===== config.mk =====
export PLATFORM = sky130hd
export DESIGN_NAME = switch_mode_obuf
export DESIGN_NICKNAME = d
export VERILOG_FILES = /design/src/rtl/obuf_pkg.sv /design/src/rtl/obuf_store.sv /design/src/rtl/obuf_pkt_track.sv /design/src/rtl/obuf_mode_ctl.sv /design/src/rtl/switch_mode_obuf.sv
export SDC_FILE = /design/constraint.sdc
export NUM_CORES = 1
export LEC_CHECK = 0
export ABC_AREA = 1
export CORE_UTILIZATION = 50
export CTS_CLUSTER_SIZE = 24
export DETAILED_ROUTE_END_ITERATION = 8
export GPL_TIMING_DRIVEN = 0
export HOLD_SLACK_MARGIN = 0.08
export PLACE_DENSITY_LB_ADDON = 0.05
export SLEW_MARGIN = 0
export SYNTH_ARGS = -nofsm -noshare
export SYNTH_HDL_FRONTEND = slang
export SYNTH_SLANG_ARGS = --single-unit

===== constraint.sdc =====
create_clock -name clk_i -period 4.1 [get_ports clk_i]
set_clock_uncertainty 0.1 [all_clocks]
set_input_delay 0.41 -clock clk_i [delete_from_list [all_inputs] [get_ports clk_i]]
set_output_delay 0.41 -clock clk_i [all_outputs]
set_load 0.1 [all_outputs]

===== src/rtl/obuf_pkg.sv =====
package obuf_pkg;

  typedef enum logic {
    SW_WORMHOLE = 1'b0,
    SW_CUT      = 1'b1
  } sw_mode_e;

endpackage


===== src/rtl/obuf_store.sv =====
module obuf_store #(
  parameter int W     = 10,
  parameter int DEPTH = 8,
  localparam int PTR_W = (DEPTH > 1) ? $clog2(DEPTH) : 1,
  localparam int CNT_W = $clog2(DEPTH + 1)
) (
  input  logic             clk_i,
  input  logic             rst_ni,
  input  logic             wr_en_i,
  input  logic [W-1:0]     wr_flit_i,
  input  logic             rd_en_i,
  output logic [W-1:0]     rd_flit_o,
  output logic [CNT_W-1:0] count_o,
  output logic [CNT_W-1:0] free_o,
  output logic             full_o,
  output logic             empty_o
);

  localparam logic [CNT_W-1:0] DEPTH_C = CNT_W'(DEPTH);

  logic [W-1:0]     mem_q [DEPTH];
  logic [PTR_W-1:0] wr_ptr_q, rd_ptr_q, wr_ptr_n, rd_ptr_n;
  logic [CNT_W-1:0] count_q;

  // pointer wrap: free-running for power-of-two depth, compare otherwise
  generate
    if ((1 << PTR_W) == DEPTH) begin : g_pow2
      assign wr_ptr_n = wr_ptr_q + 1'b1;
      assign rd_ptr_n = rd_ptr_q + 1'b1;
    end else begin : g_wrap
      assign wr_ptr_n = (wr_ptr_q == PTR_W'(DEPTH - 1)) ? '0 : wr_ptr_q + 1'b1;
      assign rd_ptr_n = (rd_ptr_q == PTR_W'(DEPTH - 1)) ? '0 : rd_ptr_q + 1'b1;
    end
  endgenerate

  always_ff @(posedge clk_i) begin
    if (wr_en_i) mem_q[wr_ptr_q] <= wr_flit_i;
  end

  always_ff @(posedge clk_i or negedge rst_ni) begin
    if (!rst_ni) begin
      wr_ptr_q <= '0;
      rd_ptr_q <= '0;
      count_q  <= '0;
    end else begin
      if (wr_en_i) wr_ptr_q <= wr_ptr_n;
      if (rd_en_i) rd_ptr_q <= rd_ptr_n;
      case ({wr_en_i, rd_en_i})
        2'b10:   count_q <= count_q + 1'b1;
        2'b01:   count_q <= count_q - 1'b1;
        default: count_q <= count_q;
      endcase
    end
  end

  assign rd_flit_o = mem_q[rd_ptr_q];
  assign count_o   = count_q;
  assign free_o    = DEPTH_C - count_q;
  assign full_o    = (count_q == DEPTH_C);
  assign empty_o   = (count_q == '0);

  p_no_overflow_r6: assert property (@(posedge clk_i) disable iff (!rst_ni)
    wr_en_i |-> !full_o);

  p_no_underflow_r4: assert property (@(posedge clk_i) disable iff (!rst_ni)
    rd_en_i |-> !empty_o);

endmodule


===== src/rtl/obuf_pkt_track.sv =====
module obuf_pkt_track #(
  parameter int CNT_W = 4
) (
  input  logic             clk_i,
  input  logic             rst_ni,
  input  logic             wr_tail_i,
  input  logic             rd_tail_i,
  input  logic [CNT_W-1:0] fill_i,
  output logic             have_pkt_o
);

  logic [CNT_W-1:0] pkt_cnt_q;

  always_ff @(posedge clk_i or negedge rst_ni) begin
    if (!rst_ni) begin
      pkt_cnt_q <= '0;
    end else begin
      case ({wr_tail_i, rd_tail_i})
        2'b10:   pkt_cnt_q <= pkt_cnt_q + 1'b1;
        2'b01:   pkt_cnt_q <= pkt_cnt_q - 1'b1;
        default: pkt_cnt_q <= pkt_cnt_q;
      endcase
    end
  end

  assign have_pkt_o = (pkt_cnt_q != '0);

  // a stored tail implies at least that many stored flits
  p_pkt_le_fill_r7: assert property (@(posedge clk_i) disable iff (!rst_ni)
    pkt_cnt_q <= fill_i);

  p_tail_read_counted_r3: assert property (@(posedge clk_i) disable iff (!rst_ni)
    rd_tail_i |-> pkt_cnt_q != '0);

endmodule


===== src/rtl/obuf_mode_ctl.sv =====
module obuf_mode_ctl
  import obuf_pkg::*;
(
  input  logic     clk_i,
  input  logic     rst_ni,
  input  logic     mode_i,
  input  logic     empty_i,
  output sw_mode_e mode_o
);

  sw_mode_e mode_q;

  // empty buffer follows the pin directly; otherwise the latched mode holds
  assign mode_o = empty_i ? sw_mode_e'(mode_i) : mode_q;

  always_ff @(posedge clk_i or negedge rst_ni) begin
    if (!rst_ni) mode_q <= SW_WORMHOLE;
    else         mode_q <= mode_o;
  end

  p_mode_frozen_r8: assert property (@(posedge clk_i) disable iff (!rst_ni)
    !empty_i |=> $stable(mode_q));

endmodule


===== src/rtl/switch_mode_obuf.sv =====
module switch_mode_obuf
  import obuf_pkg::*;
#(
  parameter int DATA_W  = 8,
  parameter int MAX_PKT = 4,
  parameter int DEPTH   = 8
) (
  input  logic              clk_i,
  input  logic              rst_ni,
  input  logic              mode_i,
  input  logic              in_valid_i,
  output logic              in_ready_o,
  input  logic [DATA_W-1:0] in_data_i,
  input  logic              in_head_i,
  input  logic              in_tail_i,
  output logic              out_valid_o,
  input  logic              out_ready_i,
  output logic [DATA_W-1:0] out_data_o,
  output logic              out_head_o,
  output logic              out_tail_o
);

  localparam int FLIT_W = DATA_W + 2;
  localparam int CNT_W  = $clog2(DEPTH + 1);
  localparam logic [CNT_W-1:0] MAX_PKT_C = CNT_W'(MAX_PKT);

  logic              wr_en, rd_en, full, empty, have_pkt, cut_mode;
  logic [FLIT_W-1:0] wr_flit, rd_flit;
  logic [CNT_W-1:0]  fill, free;
  sw_mode_e          mode;

  assign wr_flit  = {in_head_i, in_tail_i, in_data_i};
  assign cut_mode = (mode == SW_CUT);

  obuf_mode_ctl u_mode (
    .clk_i   (clk_i),
    .rst_ni  (rst_ni),
    .mode_i  (mode_i),
    .empty_i (empty),
    .mode_o  (mode)
  );

  obuf_store #(.W(FLIT_W), .DEPTH(DEPTH)) u_store (
    .clk_i     (clk_i),
    .rst_ni    (rst_ni),
    .wr_en_i   (wr_en),
    .wr_flit_i (wr_flit),
    .rd_en_i   (rd_en),
    .rd_flit_o (rd_flit),
    .count_o   (fill),
    .free_o    (free),
    .full_o    (full),
    .empty_o   (empty)
  );

  obuf_pkt_track #(.CNT_W(CNT_W)) u_track (
    .clk_i      (clk_i),
    .rst_ni     (rst_ni),
    .wr_tail_i  (wr_en && in_tail_i),
    .rd_tail_i  (rd_en && out_tail_o),
    .fill_i     (fill),
    .have_pkt_o (have_pkt)
  );

  // cut-through reserves room for a whole packet at its head
  assign in_ready_o  = !full && !(cut_mode && in_head_i && (free < MAX_PKT_C));
  assign out_valid_o = !empty && (!cut_mode || have_pkt);
  assign wr_en       = in_valid_i && in_ready_o;
  assign rd_en       = out_valid_o && out_ready_i;

  assign out_head_o = rd_flit[FLIT_W-1];
  assign out_tail_o = rd_flit[FLIT_W-2];
  assign out_data_o = rd_flit[DATA_W-1:0];

  p_hold_r9: assert property (@(posedge clk_i) disable iff (!rst_ni)
    out_valid_o && !out_ready_i |=> out_valid_o && $stable(rd_flit));

  p_ct_room_r5: assert property (@(posedge clk_i) disable iff (!rst_ni)
    cut_mode && wr_en && in_head_i |-> free >= MAX_PKT_C);

endmodule


# After elaboration in Yosys (flattened, before gate mapping)
# Memory sizes are Yosys's and may differ from the RTL's.
# Index checks and enable logic that the tools add are counted.
# totals
mem_bits_rw	80
inputBits	15
mem_count	1
output_inout_bits	12
register_bits	15
elab_cells	41
# op_classes
n_reduce_logical	17
magnitude_cmp	1
mux	5
n_eq_ne	5
add_sub_neg	7
# mem_list
memory	words	width	read_ports	rd_ports_with_merged_regs	write_ports	line	text
u_store.mem_q	8	10	1	0	1	obuf_store.sv:21	logic [W-1:0] mem_q [DEPTH];
# op_table
op	n
case mux 4 bit (2 select lines)	2
adder 4 x 1 -> 4 bit (second input constant)	2
logical AND 1 bit	8
subtractor 4 x 1 -> 4 bit (second input constant)	2
adder 3 x 1 -> 3 bit (second input constant)	2
== test 2 x 1 -> 1 bit (second input constant)	2
== test 2 bit (second input constant)	2
== test 4 bit (second input constant)	1
zero test 1 bit	4
zero test 4 bit	1
less-than comparator 4 x 3 -> 1 bit (second input constant)	1
nonzero test 2 bit	2
nonzero test 4 bit	1
subtractor 4 bit (first input constant)	1
2-to-1 mux 1 bit	3
logical OR 1 bit	1

# Depth between registers and ports, before layout
# Gate-level depths: netlist (run 1).
# depth
word_depth	10
ltp_mapped	15
ltp_nobuf	14

# Cells and area by module
# From an unflattened synthesis (run 1), not the netlist that was laid out.
# unflattened
cells_unflattened	371
area_unflattened_um2	4174.0
# modules_own_cells
module	area_per_inst_um2	seq_area_each_um2	instances	cells_per_inst
obuf_store	3746.1	2652.5	1	310
obuf_pkt_track	294.0	100.1	1	38
switch_mode_obuf	93.8	0.0	1	18
obuf_mode_ctl	40.0	25.0	1	5

# Worst setup path before layout (run 1)
# OpenSTA, ideal clock, no wires.
# synth_timing
path_type	register to register
from	reg u_store.count_q[1] (netlist: u_store.count_o[1])
to	reg u_track.pkt_cnt_q[3]
synth_period_minus_slack_ns	2.627
path_slack_ns	1.473
setup_ns	0.116
arrival_ns	2.411
t_required_ns	3.884
path_buffers	0
path_stages_with_launch	13
cell_sequence	dfrtp_1 nor2_4 nand3b_2 nand3_2 and2_2 nand3_1 ha_1 ha_1 a21oi_1 nand2_1 xnor2_1 nand2_1 nand2_1
# synth_between
elab_chain_cells	10
word_cells_on_any_way	22
cone_classes	1 x add/sub; 1 x order compare; 3 x eq/ne; 2 x mux; 15 x reduce/logical
# synth_rtl
item	line	text
from (decl)	obuf_store.sv:23	logic [CNT_W-1:0] count_q;
from (signal assigned)	obuf_store.sv:49	2'b10: count_q <= count_q + 1'b1;
from (signal assigned)	obuf_store.sv:50	2'b01: count_q <= count_q - 1'b1;
from (signal assigned)	obuf_store.sv:51	default: count_q <= count_q;
branches (longest 5 deep; another with subtractor 4 bit)	n/a	
logical AND 1 bit *	switch_mode_obuf.sv:66	assign in_ready_o = !full && !(cut_mode && in_head_i && (free < MAX_PKT_C));
via in_ready_o	switch_mode_obuf.sv:12	output logic in_ready_o,
logical AND 1 bit *	switch_mode_obuf.sv:68	assign wr_en = in_valid_i && in_ready_o;
logical AND 1 bit *	switch_mode_obuf.sv:59	.wr_tail_i (wr_en && in_tail_i),
== test 2 x 1 -> 1 bit / == test 2 bit (equally long branches)	obuf_pkt_track.sv:18	case ({wr_tail_i, rd_tail_i})
case mux 4 bit (2 select lines) / nonzero test 2 bit (equally long branches)	n/a	
to (signal assigned)	obuf_pkt_track.sv:19	2'b10: pkt_cnt_q <= pkt_cnt_q + 1'b1;
to (signal assigned)	obuf_pkt_track.sv:20	2'b01: pkt_cnt_q <= pkt_cnt_q - 1'b1;
to (signal assigned)	obuf_pkt_track.sv:21	default: pkt_cnt_q <= pkt_cnt_q;
to (decl)	obuf_pkt_track.sv:12	logic [CNT_W-1:0] pkt_cnt_q;
# Mark *: on every way through the listed nets, which the timed path passes.
# A chain may end at the register's enable or synchronous reset.

# Final worst setup path (run 1)
# layout_timing
from	reg u_store.rd_ptr_q[0]
to	out out_data_o[0]
# layout_between
elab_chain_cells	1
# layout_rtl
item	line	text
from (decl)	obuf_store.sv:22	logic [PTR_W-1:0] wr_ptr_q, rd_ptr_q, wr_ptr_n, rd_ptr_n;
from (signal assigned)	obuf_store.sv:47	if (rd_en_i) rd_ptr_q <= rd_ptr_n;
memory (8 x 10 bit)	n/a	
to (decl)	switch_mode_obuf.sv:18	output logic [DATA_W-1:0] out_data_o,
# Every way passes these cells.

==> impl_metrics.toml, run 1 <==
[placement]
port_buffers = 26
pre_cts_slack_ns = 0.892
gp_congestion = 0.783
detailed_place_hpwl_um = 5590

[setup_path]
critPathMaxFanout = 10
end_kind = "primary output"
regToRegStartpoint = "u_store.rd_ptr_q[1]"
required_ns = 3.59
reg2regPathDepth = 14
r2r_slack_ns = 1.50
critical_path_class = "flip-flop to primary output"
critPathArrivalTime_ns = 3.03
endpoint = "out_data_o[0]"
cp-start-kind = "flip-flop"
r2r-end = "u_track.pkt_cnt_q[3]"
setup.worst_path.start = "u_store.rd_ptr_q[0]"

[finish]
fin_nets = 421
drive_above_1_share_pct = 8.25
area_delta_synth_final_pct = 14.7
diodes = 0

[logic_synthesis]
synth.top_cells.by_count = "80 x edfxtp_1, 66 x nand2_1, 50 x nor2_1"
synth.most_common_cell = "edfxtp_1"
syn-cell-area_sq_um = 4140
syn_inst = 359
ys_ff_latch = 95
syn_nets = 384
yosysSeqAreaShare_pct = 67.1
yosysTopAreaCellShare_pct = 58.0
syn_area_per_cell_sq_um = 11.5
synthArstFlopShare_pct = 15.8
synth_warnings = 0
synth_top_cell_by_area = "edfxtp_1"
synth_edf_count = 80
ys_top_cells_by_area = "edfxtp_1 58%, dfrtp_1 9.1%, nand2_1 6.0%"
synth_ff_type = "edfxtp_1"
synth_cell_types = 28

[routing]
vias = 2717
firstDrtPassIters = 4
post_drt_wl_per_cell_um = 17.3
drc_errors = 0
vias_per_cell = 5.41
drtIter0Drc = 222
postRouteAntennaNets = 0
routed_wl_um = 8670

[cts]
clock-sinks = 95
cts_tree = "built"
clock_latency_ns = 0.36
cts_setup_buffers = 0
hold_buffers = 0
cts_root_buf = "clkbuf_8"
clk_pin_slew_ns = 0.10
post_cts_resized = 0
htree_num_levels = 3
cts_buffers = 9
max-clock-path-buffers = 2

[floorplan]
core_area_sq_um = 7890
die_h_um = 93.0
rows = 32
dieArea_sq_um = 8650
die_w_um = 93.0
ios = 27
initial_core_util_pct = 52.5

[sta]
max_freq_ghz = 0.282
setup_viol = 0
finalCriticalPeriod_ns = 3.54
hold_violations = 0
rsz0062_at_grt = "false"
relSlewSlack_pct = 25.1
setup_tns_ns = 0
worst_slack_ns = 0.558
drv_slew = 0
worstMarginPinSlew_ns = 1.12
period_share_pct = 86.4

[global_route]
grt_max_degree = 17
grt_overflow_total = 0
grt_pass1_vias = 2723
grtUsageTotal_pct = 22.2
antenna_found_initial = 0
grt_pass1_wl_um = 13900

[outcome]
status = "complete, no violations"

[flow_run]
maxCapViolations = 0

[worst_hold_path]
hold_path_class = "input port to async pin"
worst min path at each step:
stage                           end  depth (start not counted)
3_5_place_dp   u_track.pkt_cnt_q[3]                          2
5_1_grt          u_store.count_o[3]                          1
4_1_cts         u_store.rd_ptr_q[2]                          1
2_1_floorplan         u_mode.mode_q                          0
3_3_place_gp   u_track.pkt_cnt_q[2]                          2
6_report         u_store.count_o[3]                          1
routing by layer:
layer | vias to the layer above | GRT usage (%) | wire, um
li1 | 1329 | - | -
met1 | 1308 | 29.0 | 3830
met2 | 62 | 36.9 | 4380
met3 | 18 | 3.01 | 257
met4 | 0 | 10.4 | 204
met5 | - | 0 | 0
layout make-up:
class,instances,area [sq um]
multi-input combinational,230,1220
buffer,15,68.8
tap,102,128
clock inverter,6,95.1
timing repair buffer,26,260
fill,618,3140
clock buffer,9,124
inverter,19,71.3
sequential,95,2780
per-stage QoR:
stage                     area [sq um]  hold slack, ns  std cells  util, %
after floorplan                   4140          0.0144        359        -
after global placement            4530           0.401        487     57.4
after detailed placement          4530           0.413        487     57.4
after CTS                         4750           0.401        502     60.2
after global routing              4750           0.449        502     60.2
final                             4750           0.373        502     60.2
worst max-delay path, stage by stage (launching register included):
cell	delay [ns]
dfrtp_1	0.46
inv_2	0.11
clkbuf_1	0.50
nor2_1	0.09
o22ai_1	0.18
nand2_1	0.09
nand2_1	0.10
clkdlybuf4s50_1	1.14
cell usage in the layout, fill, tap and decap left out, drive strengths merged:
cell type,instances
edfxtp,80
nand2,70
nor2,52
o21ai,40
clkdlybuf4s50,26
inv,19
o22ai,18
nand3,18
clkbuf,18
dfrtp,15
ha,8
xnor2,6
nand4,6
buf,6
xor2,4
and2,3
a21oi,2
fa,2
bufinv,2
clkinvlp,2
clkinv,2
nand3b,1
cell families after synthesis:
| family | Yosys count | synth area share [%] |
|---|---|---|
| xor+xnor | 10 | 2.11 |
| flops | 95 | 67.1 |
| compound gates | 60 | 7.79 |
| buf+inv | 34 | 3.38 |
| fa+ha+maj | 10 | 3.38 |
| simple gates | 150 | 16.3 |
state kept, by name (all words and copies together) (netlist names):
signal / count
u_store.count_o: 4
u_store.wr_ptr_q: 3
u_mode.mode_q: 1
u_track.pkt_cnt_q: 4
u_store.mem_q: 80
u_store.rd_ptr_q: 3
Power of run 1 is not shown: default switching activity piles up to over one toggle a cycle in this logic, so the estimate is an artifact.
==> run 2: changes to the inputs <==
--- a/config.mk
+++ b/config.mk
@@ -5,7 +5,6 @@
 export SDC_FILE = /design/constraint.sdc
 export NUM_CORES = 1
 export LEC_CHECK = 0
-export ABC_AREA = 1
 export CORE_UTILIZATION = 50
 export CTS_CLUSTER_SIZE = 24
 export DETAILED_ROUTE_END_ITERATION = 8
==> impl_metrics.toml, run 2 <==
[outcome]
status = "complete, no violations"

[setup_path]
end_kind = "primary output"
critPathArrivalTime_ns = 3.15
crit_family = "buffers and inverters"
crit_slowest_cell = "clkdlybuf4s50_1"
cp_common_cell = "buf_2"
worst-path-buf-inv = 3
critPathMaxFanout = 10
critical_path_class = "flip-flop to primary output"
path_cells = "buf_2, buf_2, mux4_2, mux2_2, clkdlybuf4s50_1"
required_ns = 3.59
slowest_delay_ns = 0.97
cp-start-kind = "flip-flop"

[logic_synthesis]
synthArstFlopShare_pct = 15.8
synth_warnings = 0
syn-cell-area_sq_um = 3920
synth_ff_type = "edfxtp_1"
yosysSeqAreaShare_pct = 70.8
ys_top_cells_by_area = "edfxtp_1 61%, mux4_2 11%, dfrtp_1 9.6%"
synth.top_cells.by_count = "80 x edfxtp_1, 20 x mux4_2, 15 x dfrtp_1"
synth_cell_types = 31
synth.most_common_cell = "edfxtp_1"
synth_top_cell_by_area = "edfxtp_1"
ys_ff_latch = 95
synth_edf_count = 80
syn_inst = 203
yosysTopAreaCellShare_pct = 61.2
syn_area_per_cell_sq_um = 19.3
syn_nets = 228

[sta]
drv_slew = 0
finalCriticalPeriod_ns = 3.66
relSlewSlack_pct = 18.0
worstMarginPinSlew_ns = 1.23
max_freq_ghz = 0.273
period_share_pct = 89.3
rsz0062_at_grt = "false"
hold_violations = 0
setup_viol = 0

[cts]
clock_latency_ns = 0.35
post_cts_resized = 0
cts_tree = "built"
clock-sinks = 95
hold_buffers = 0
cts_buffers = 9
cts_root_buf = "clkbuf_8"
htree_num_levels = 3
cts_setup_buffers = 0
max-clock-path-buffers = 2
clk_pin_slew_ns = 0.09

[global_route]
grt_pass1_vias = 2186
grt_max_degree = 19
grtUsageTotal_pct = 19.7
grt_overflow_total = 0
grt_pass1_wl_um = 11700
antenna_found_initial = 0

[placement]
port_buffers = 26
placed_area_sq_um = 4390
detailed_place_hpwl_um = 4960
gp_congestion = 0.692

[finish]
final_common_cell = "edfxtp_1"
drive_above_1_share_pct = 27.5
largest_reg_flops = 80
seqCellArea_sq_um = 2780
area_delta_synth_final_pct = 16.7
diodes = 0
final_area_sq_um = 4580
multi_input_area_sq_um = 1110
fin_nets = 271
final_cell_mix = "80 x edfxtp_1, 26 x clkdlybuf4s50_1, 20 x mux4_2"
nFillCells = 530
regMostFlops = "u_store.mem_q"

[floorplan]
initial_core_util_pct = 53.0
die_w_um = 90.6
dieArea_sq_um = 8210
core_area_sq_um = 7410
die_h_um = 90.6
ios = 27
rows = 31

[routing]
post_drt_wl_per_cell_um = 21.1
vias = 1959
routed_wl_um = 7390
drtIter0Drc = 130
postRouteAntennaNets = 0
vias_per_cell = 5.60
firstDrtPassIters = 4
drc_errors = 0

[worst_hold_path]
hold_path_class = "input port to async pin"

[flow_run]
maxCapViolations = 0
[run 2: changes by cell type in the layout (fill, tap and decap cells not counted), sizes merged, moves of 16 or more]
cell | before | now
o22ai | 18 | 0
nand3 | 18 | 2
o21ai | 40 | 2
nor2 | 52 | 3
nand2 | 70 | 7
mux4 | 0 | 20
[run 2: path summary, 6_finish.rpt]
check                                      from                    to  slack [ns]  depth (start not counted)
max in group asynchronous                rst_ni   u_store.wr_ptr_q[1]        3.05                          1
max reg2reg                 u_store.rd_ptr_q[1]  u_track.pkt_cnt_q[3]        1.21                          9
max                         u_store.rd_ptr_q[1]         out_data_o[5]        0.44                          5
min                                      rst_ni  u_track.pkt_cnt_q[1]        0.38                          1
min in group clk_i         u_track.pkt_cnt_q[3]  u_track.pkt_cnt_q[3]        0.40                          1
min reg2reg                u_track.pkt_cnt_q[3]  u_track.pkt_cnt_q[3]        0.40                          1
[run 2: through the flow]
step / TNS (ns) / hold slack (ns) / setup slack (ns) / std cells / util [%]
finish: 0 / 0.382 / 0.441 / 350 / 61.8
global route: 0 / 0.416 / 0.337 / 350 / 61.8
CTS: 0 / 0.395 / 0.384 / 350 / 61.8
detailed placement: 0 / 0.381 / 0.717 / 334 / 59.3
global placement: -1.98 / 0.358 / -0.198 / 328 / 58.1
floorplan: 0 / 0.0144 / 1.17 / 203 / -
[run 2: cell type report]
class	count	share of cell area, %
Sequential cell	95	60.6
Clock inverter	7	1.37
Clock buffer	9	2.70
Tap cell	99	2.70
Multi-Input combinational cell	94	24.3
Buffer	5	0.519
Inverter	9	0.738
Timing Repair Buffer	32	6.99
[run 2: routing by layer]
layer	wire, um	vias to the layer above	global-route usage (%)	share of wire [%]
li1	-	890	-	-
met1	3200	1010	25.8	43
met2	3770	42	32.4	51
met3	236	17	3.37	3.2
met4	180	0	9.27	2.4
met5	0	-	0	0
[run 2: cells by family after synthesis]
kind of cell / Yosys count / synth area share (%)
fa+ha+maj: 10 / 3.57
buf+inv: 14 / 1.47
simple gates: 29 / 4.37
flops: 95 / 70.8
xor+xnor: 10 / 2.23
compound gates: 10 / 1.85
mux: 35 / 15.7
Power of run 2 is left out for the same reason.
==> run 3: changes to the inputs <==
--- a/config.mk
+++ b/config.mk
@@ -5,13 +5,14 @@
 export SDC_FILE = /design/constraint.sdc
 export NUM_CORES = 1
 export LEC_CHECK = 0
+export ABC_AREA = 1
 export CORE_UTILIZATION = 50
 export CTS_CLUSTER_SIZE = 24
 export DETAILED_ROUTE_END_ITERATION = 8
 export GPL_TIMING_DRIVEN = 0
 export HOLD_SLACK_MARGIN = 0.08
 export PLACE_DENSITY_LB_ADDON = 0.05
-export SLEW_MARGIN = 0
+export SLEW_MARGIN = 5
 export SYNTH_ARGS = -nofsm -noshare
 export SYNTH_HDL_FRONTEND = slang
 export SYNTH_SLANG_ARGS = --single-unit
==> results of run 3 <==
No change in the layout: final DEF, timing and power equal those of run 1.
Power of run 3 is left out for the same reason.
